[config.mk]
export PLATFORM = sky130hd
export DESIGN_NAME = pcie_port_irq_agg
export DESIGN_NICKNAME = d
export VERILOG_FILES = /design/src/rtl/pia_pkg.sv /design/src/rtl/pia_edge_bank.sv /design/src/rtl/pia_mask_bank.sv /design/src/rtl/pia_irq_merge.sv /design/src/rtl/pcie_port_irq_agg.sv
export SDC_FILE = /design/constraint.sdc
export NUM_CORES = 1
export LEC_CHECK = 0
export ABC_AREA = 1
export CORE_UTILIZATION = 40
export CTS_BUF_LIST = sky130_fd_sc_hd__clkbuf_16
export CTS_CLUSTER_SIZE = 14
export DETAILED_ROUTE_END_ITERATION = 10
export GPL_TIMING_DRIVEN = 0
export MAX_ROUTING_LAYER = met4
export PLACE_DENSITY = 0.82
export SLEW_MARGIN = 40
export SYNTH_ARGS = -nofsm -noshare
export SYNTH_HDL_FRONTEND = slang
export SYNTH_SLANG_ARGS = --single-unit
[constraint.sdc]
create_clock -name clk -period 1.5 [get_ports clk]
set_clock_uncertainty 0.2 [all_clocks]
set_input_delay 0.3 -clock clk [delete_from_list [all_inputs] [get_ports clk]]
set_output_delay 0.3 -clock clk [all_outputs]
set_load 0.05 [all_outputs]
[src/rtl/pia_pkg.sv]
package pia_pkg;
  localparam int unsigned ADDR_W = 2;

  typedef enum logic [ADDR_W-1:0] {
    SEL_STATUS   = 2'd0,
    SEL_MASK_SET = 2'd1,
    SEL_MASK_CLR = 2'd2,
    SEL_RSVD     = 2'd3
  } reg_sel_e;
endpackage

[src/rtl/pia_edge_bank.sv]
module pia_edge_bank #(
  parameter int unsigned NUM_EVT = 2
) (
  input  logic               clk,
  input  logic               rst_n,
  input  logic [NUM_EVT-1:0] evt_in,
  input  logic [NUM_EVT-1:0] clr_in,
  output logic [NUM_EVT-1:0] rise_o,
  output logic [NUM_EVT-1:0] flag_o
);
  function automatic logic flag_next(input logic flag, input logic rise, input logic clr);
    return rise | (flag & ~clr);
  endfunction

  logic [NUM_EVT-1:0] prev_q;

  for (genvar i = 0; i < NUM_EVT; i++) begin : g_evt
    assign rise_o[i] = evt_in[i] & ~prev_q[i];

    always_ff @(posedge clk or negedge rst_n) begin
      if (!rst_n) begin
        prev_q[i] <= 1'b0;
        flag_o[i] <= 1'b0;
      end else begin
        prev_q[i] <= evt_in[i];
        flag_o[i] <= flag_next(flag_o[i], rise_o[i], clr_in[i]);
      end
    end

    AST_EDGE_LATCH: assert property (@(posedge clk) disable iff (!rst_n)
      rise_o[i] |=> flag_o[i]);
    AST_EDGE_BEATS_CLEAR: assert property (@(posedge clk) disable iff (!rst_n)
      (rise_o[i] && clr_in[i]) |=> flag_o[i]);
    AST_FLAG_CLEARED: assert property (@(posedge clk) disable iff (!rst_n)
      (clr_in[i] && !rise_o[i]) |=> !flag_o[i]);
    AST_FLAG_HELD: assert property (@(posedge clk) disable iff (!rst_n)
      (flag_o[i] && !clr_in[i]) |=> flag_o[i]);
  end
endmodule

[src/rtl/pia_mask_bank.sv]
module pia_mask_bank #(
  parameter int unsigned NUM_SRC = 32
) (
  input  logic               clk,
  input  logic               rst_n,
  input  logic [NUM_SRC-1:0] set_vec,
  input  logic [NUM_SRC-1:0] clr_vec,
  output logic [NUM_SRC-1:0] mask_o
);
  function automatic logic [NUM_SRC-1:0] mask_next(
    input logic [NUM_SRC-1:0] cur, input logic [NUM_SRC-1:0] s, input logic [NUM_SRC-1:0] c);
    return (cur & ~c) | s;
  endfunction

  always_ff @(posedge clk or negedge rst_n) begin
    if (!rst_n) mask_o <= '1;
    else        mask_o <= mask_next(mask_o, set_vec, clr_vec);
  end

  AST_MASK_SET: assert property (@(posedge clk) disable iff (!rst_n)
    (|set_vec) |=> ((mask_o & $past(set_vec)) == $past(set_vec)));
  AST_MASK_CLR: assert property (@(posedge clk) disable iff (!rst_n)
    ((|clr_vec) && !(|set_vec)) |=> ((mask_o & $past(clr_vec)) == '0));
  AST_MASK_STILL: assert property (@(posedge clk) disable iff (!rst_n)
    (!(|set_vec) && !(|clr_vec)) |=> $stable(mask_o));
endmodule

[src/rtl/pia_irq_merge.sv]
module pia_irq_merge #(
  parameter int unsigned NUM_SRC = 32
) (
  input  logic               clk,
  input  logic               rst_n,
  input  logic [NUM_SRC-1:0] status_i,
  input  logic [NUM_SRC-1:0] mask_i,
  output logic               irq_o
);
  function automatic logic any_live(input logic [NUM_SRC-1:0] s, input logic [NUM_SRC-1:0] m);
    return |(s & ~m);
  endfunction

  logic live;
  assign live = any_live(status_i, mask_i);

  always_ff @(posedge clk or negedge rst_n) begin
    if (!rst_n) irq_o <= 1'b0;
    else        irq_o <= live;
  end

  AST_IRQ_LAG: assert property (@(posedge clk) disable iff (!rst_n)
    ((status_i & ~mask_i) == '0) |=> !irq_o);
  AST_IRQ_RAISE: assert property (@(posedge clk) disable iff (!rst_n)
    ((status_i & ~mask_i) != '0) |=> irq_o);
endmodule

[src/rtl/pcie_port_irq_agg.sv]
module pcie_port_irq_agg #(
  parameter int unsigned NUM_SRC   = 32,
  parameter int unsigned NUM_LEVEL = 4,
  parameter int unsigned NUM_EVT   = 2
) (
  input  logic                       clk,
  input  logic                       rst_n,
  input  logic [NUM_LEVEL-1:0]       intx_in,
  input  logic [NUM_EVT-1:0]         evt_in,
  input  logic                       reg_wr_en,
  input  logic [pia_pkg::ADDR_W-1:0] reg_addr,
  input  logic [NUM_SRC-1:0]         reg_wdata,
  output logic [NUM_SRC-1:0]         reg_rdata,
  output logic                       irq_out
);
  import pia_pkg::*;

  localparam int unsigned EVT_LO = NUM_LEVEL;
  localparam int unsigned EVT_HI = NUM_LEVEL + NUM_EVT;

  reg_sel_e           sel;
  logic               wr_status, wr_set, wr_clr;
  logic [NUM_SRC-1:0] mask_set_vec, mask_clr_vec;
  logic [NUM_EVT-1:0] evt_clr, evt_rise, evt_flag;
  logic [NUM_SRC-1:0] status_word, mask_word;

  assign sel       = reg_sel_e'(reg_addr);
  assign wr_status = reg_wr_en && (sel == SEL_STATUS);
  assign wr_set    = reg_wr_en && (sel == SEL_MASK_SET);
  assign wr_clr    = reg_wr_en && (sel == SEL_MASK_CLR);

  assign mask_set_vec = wr_set ? reg_wdata : '0;
  assign mask_clr_vec = wr_clr ? reg_wdata : '0;
  assign evt_clr      = wr_status ? reg_wdata[EVT_LO +: NUM_EVT] : '0;

  pia_edge_bank #(.NUM_EVT(NUM_EVT)) u_edges (
    .clk(clk), .rst_n(rst_n), .evt_in(evt_in), .clr_in(evt_clr),
    .rise_o(evt_rise), .flag_o(evt_flag));

  pia_mask_bank #(.NUM_SRC(NUM_SRC)) u_mask (
    .clk(clk), .rst_n(rst_n), .set_vec(mask_set_vec), .clr_vec(mask_clr_vec),
    .mask_o(mask_word));

  for (genvar b = 0; b < NUM_SRC; b++) begin : g_stat
    if (b < EVT_LO) begin : g_level
      assign status_word[b] = intx_in[b];
    end else if (b < EVT_HI) begin : g_edge
      assign status_word[b] = evt_flag[b-EVT_LO];
    end else begin : g_none
      assign status_word[b] = 1'b0;
    end
  end

  always_comb begin
    unique case (sel)
      SEL_STATUS:   reg_rdata = status_word;
      SEL_MASK_SET,
      SEL_MASK_CLR: reg_rdata = mask_word;
      default:      reg_rdata = '0;
    endcase
  end

  pia_irq_merge #(.NUM_SRC(NUM_SRC)) u_merge (
    .clk(clk), .rst_n(rst_n), .status_i(status_word), .mask_i(mask_word),
    .irq_o(irq_out));

  AST_LEVEL_IGNORES_WRITE: assert property (@(posedge clk) disable iff (!rst_n)
    (wr_status && $stable(intx_in)) |=> (status_word[EVT_LO-1:0] == $past(intx_in)));
  AST_BRINGUP_QUIET: assert property (@(posedge clk) disable iff (!rst_n)
    (wr_status && (&reg_wdata) && (&mask_word) && !(|evt_rise)) |=> (evt_flag == '0 && (&mask_word)));
endmodule

==> metrics.md <==
| Metric | Value |
|---|---|
| CTS Buf Count | `5` |
| FP Rows | `24` |
| R2R Path End | `u_merge.irq_o` |
| Complex-gate fraction of the synthesized area | `19.71%` |
| Actual slew at the worst max-slew pin | `0.4462 ns` |
| Antenna fix cells | `0` |
| Period utilization | `118.1%` |
| Die height | `71 um` |
| WL final | `4847 um` |
| Sequential share of the synthesized area | `50.72%` |
| Final Hold Viols | `0` |
| Placer Congestion | `0.7769` |
| Slew margin rel. | `70.25%` |
| Post-synthesis simple-gate area fraction | `9.987%` |
| Post-synthesis register bit count | `37` |
| Largest cells by area after synthesis | `dfstp_2, o21ai_1, inv_1` |
| Fin worst setup slack | `-0.2720 ns` |
| HP Start | `intx_in[0]` |
| Die W | `71 um` |
| Main combinational cell family by area after synthesis | `compound AO/OA/AOI/OAI gates` |
| EDFF count, synth | `0` |
| Placed instance area | `2995 um2` |
| Vias in the first global route | `1791` |
| CP Class | `primary input to primary output` |
| Cell variety after synth | `12` |
| Critical path launch point type | `primary input` |
| I/O Buffers | `75` |
| Worst VDD drop | `0.8661 mV` |
| Root Driver | `clkbuf_16` |
| Hold crit path type | `primary input to flop` |
| DRT Pass-1 Iters | `7` |
| Initial Utilization | `42.56%` |
| Ys Warns | `0` |
| CTS tree | `yes` |
| Grt ovf | `0` |
| Htree depth | `2` |
| Async SR Flop Fraction | `100.0%` |
| Post-synth top area cell | `dfstp_2` |
| Routed len/inst | `12.49 um` |
| Syn_area_per_cell | `7.805 um2` |
| Die area | `5041 um2` |
| Primary FF master, synth | `dfstp_2` |
| First-pass GRT wire length | `7907 um` |
| Fin area | `3471 um2` |
| Final setup vio count | `32` |
| Post-Layout Cell Count | `388` |
| Synth Instances | `244` |
| Core footprint | `4474 um2` |
| Post-synthesis xor/xnor area fraction | `0%` |
| Largest net degree at the start of global routing | `21` |
| Area Growth Syn to Fin | `82.26%` |
| I/O pin count | `76` |
| Clock Path Buffers | `2` |
| Antenna violations before repair | `0` |
| Starting DRT DRC Count | `93` |
| Fraction of layout cells with a size suffix above 1 | `45.54%` |
| Final routed DRC violation total | `6` |
| Clk sinks | `37` |
| Core Util, Final | `77.57%` |
| Adder-cell share of the synthesized area | `2.628%` |
| Arrival @ worst endpoint | `1.27 ns` |
| Worst skew pair latency | `0.27 ns` |
| Fill count | `295` |
| WHS Path Cells | `5` |
| DP HPWL | `3330 um` |
| Hold slack | `0.2126 ns` |
| CP endpoint kind | `primary output` |
| Most frequent cells after synthesis | `inv_1, o21ai_1, nand2_1, dfstp_2, o21ai_0` |
| Multiplexer share of the synthesized area | `0%` |
| WP data required | `1.00 ns` |
| Most frequent cell after synthesis | `inv_1` |
| Fin nets | `382` |
| Placed Cells | `372` |
| Synth Cell Area | `1904 um2` |
| GR Util All Layers | `21.29%` |
| Routed vias/inst | `4.629` |
| Top-area cell type share of the netlist area | `44.15%` |
| R2r startpoint | `u_mask.mask_o[4]` |
| RSZ-0062 raised after global routing | `true` |
| Status | `complete, but fails checks` |
| Critical path peak fanout | `5` |
| F_max | `564.3 MHz` |
| Pins over their slew limit | `0` |
| Syn nets | `291` |
| Via count | `1796` |
| Hold Path Sink | `u_merge.irq_o` |
| Max cap viols | `0` |
| Final critical-path required period | `1.772 ns` |
| Failing checks | `DRC, setup timing` |
| Remaining antenna violation count after routing | `0` |
| Leak Pwr | `1.504 nW` |
| Worst reg2reg setup slack | `0.28 ns` |
| PD cells | `1190 nW/um2` |
| Pre-CTS setup slack | `-1.607 ns` |
| Clk pin slew, worst setup/hold paths | `0.05 ns` |
| R2R depth | `5` |
## through the flow
step / TNS [ns] / power, W
finish: -6.836 / 0.004129
global route: -8.002 / 0.004323
CTS: -7.081 / 0.004114
detailed placement: -64.02 / 0.002882
global placement: -83.50 / 0.002839
floorplan: -2.207 / 0.002400
## kinds of logic (layout without fill, tap and decap cells)
family,after synthesis,in the layout
AND/OR/NAND/NOR,50,50
adder cells (fa/ha/maj),4,4
flip-flops,37,37
buffers and inverters,78,170
AO/OA/AOI/OAI,75,75
## cell type report
type	instances	area, um2	share of cell area [%]
clock buffers	5	125.1	3.605
well taps	52	65.06	1.875
flip-flops and latches	37	965.9	27.83
plain buffers	9	98.84	2.848
inverters	69	374.1	10.78
repair buffers	84	1025	29.52
clock inverters	3	13.76	0.3965
multi-input cells	129	803.3	23.14
## state kept, by name, summed over array words and instances (netlist names)
register	flops
u_edges.flag_o	2
u_merge.irq_o	1
u_mask.mask_o	32
u_edges.prev_q	2
## layer usage
metal / vias up / share of wire [%] / global-route usage (%)
li1: 920 / - / -
met1: 819 / 41 / 23.28
met2: 49 / 53 / 37.82
met3: 8 / 3.7 / 3.846
met4: 0 / 2.0 / 9.333
met5: - / 0 / -
## what timing repair did
action                                 4_1_cts  5_1_grt
gates cloned                                 1        0
hold buffers                                 1        0
setup endpoints to repair                   67       32
pin swaps                                    6        3
endpoints found under the hold margin        1        0
setup buffers                                3        3
gates resized for setup                    288        9
## power by group
| part | total, W | internal, W | switching (W) |
|---|---|---|---|
| Clock | 0.000975 | 0.000602 | 0.000373 |
| Combinational | 0.00171 | 0.000742 | 0.000973 |
| Sequential | 0.00144 | 0.00130 | 0.000135 |
| Total | 0.00413 | 0.00265 | 0.00148 |
## worst max-delay path, stage by stage
cell	delay (ns)
buf_12	0.09
inv_12	0.03
ha_4	0.32
buf_12	0.14
nand2_4	0.05
a21oi_4	0.16
buf_6	0.17
## cells in the final DEF (no fill, tap or decap), drive strengths merged
cell           count
ha                 4
clkinvlp          26
buf               52
nand2             49
clkbuf             5
clkdlybuf4s15      1
nor2               1
dfstp             32
dlymetal6s2s       1
a21oi              6
inv               44
clkdlybuf4s50     38
clkinv             2
dfrtp              5
dlygate4sd3        1
o21ai             69
## worst max-delay path by stage
stage / startpoint / endpoint / slack, ns / cells after the start
2_1_floorplan: reg_addr[0] / reg_rdata[0] / -0.12 / 5
3_3_place_gp: reg_addr[0] / reg_rdata[20] / -1.60 / 7
3_5_place_dp: reg_addr[0] / reg_rdata[24] / -1.61 / 7
4_1_cts: reg_addr[0] / reg_rdata[1] / -0.27 / 7
5_1_grt: reg_addr[1] / reg_rdata[23] / -0.29 / 8
6_report: reg_addr[0] / reg_rdata[1] / -0.27 / 7
(Power assumes the default switching activity.)
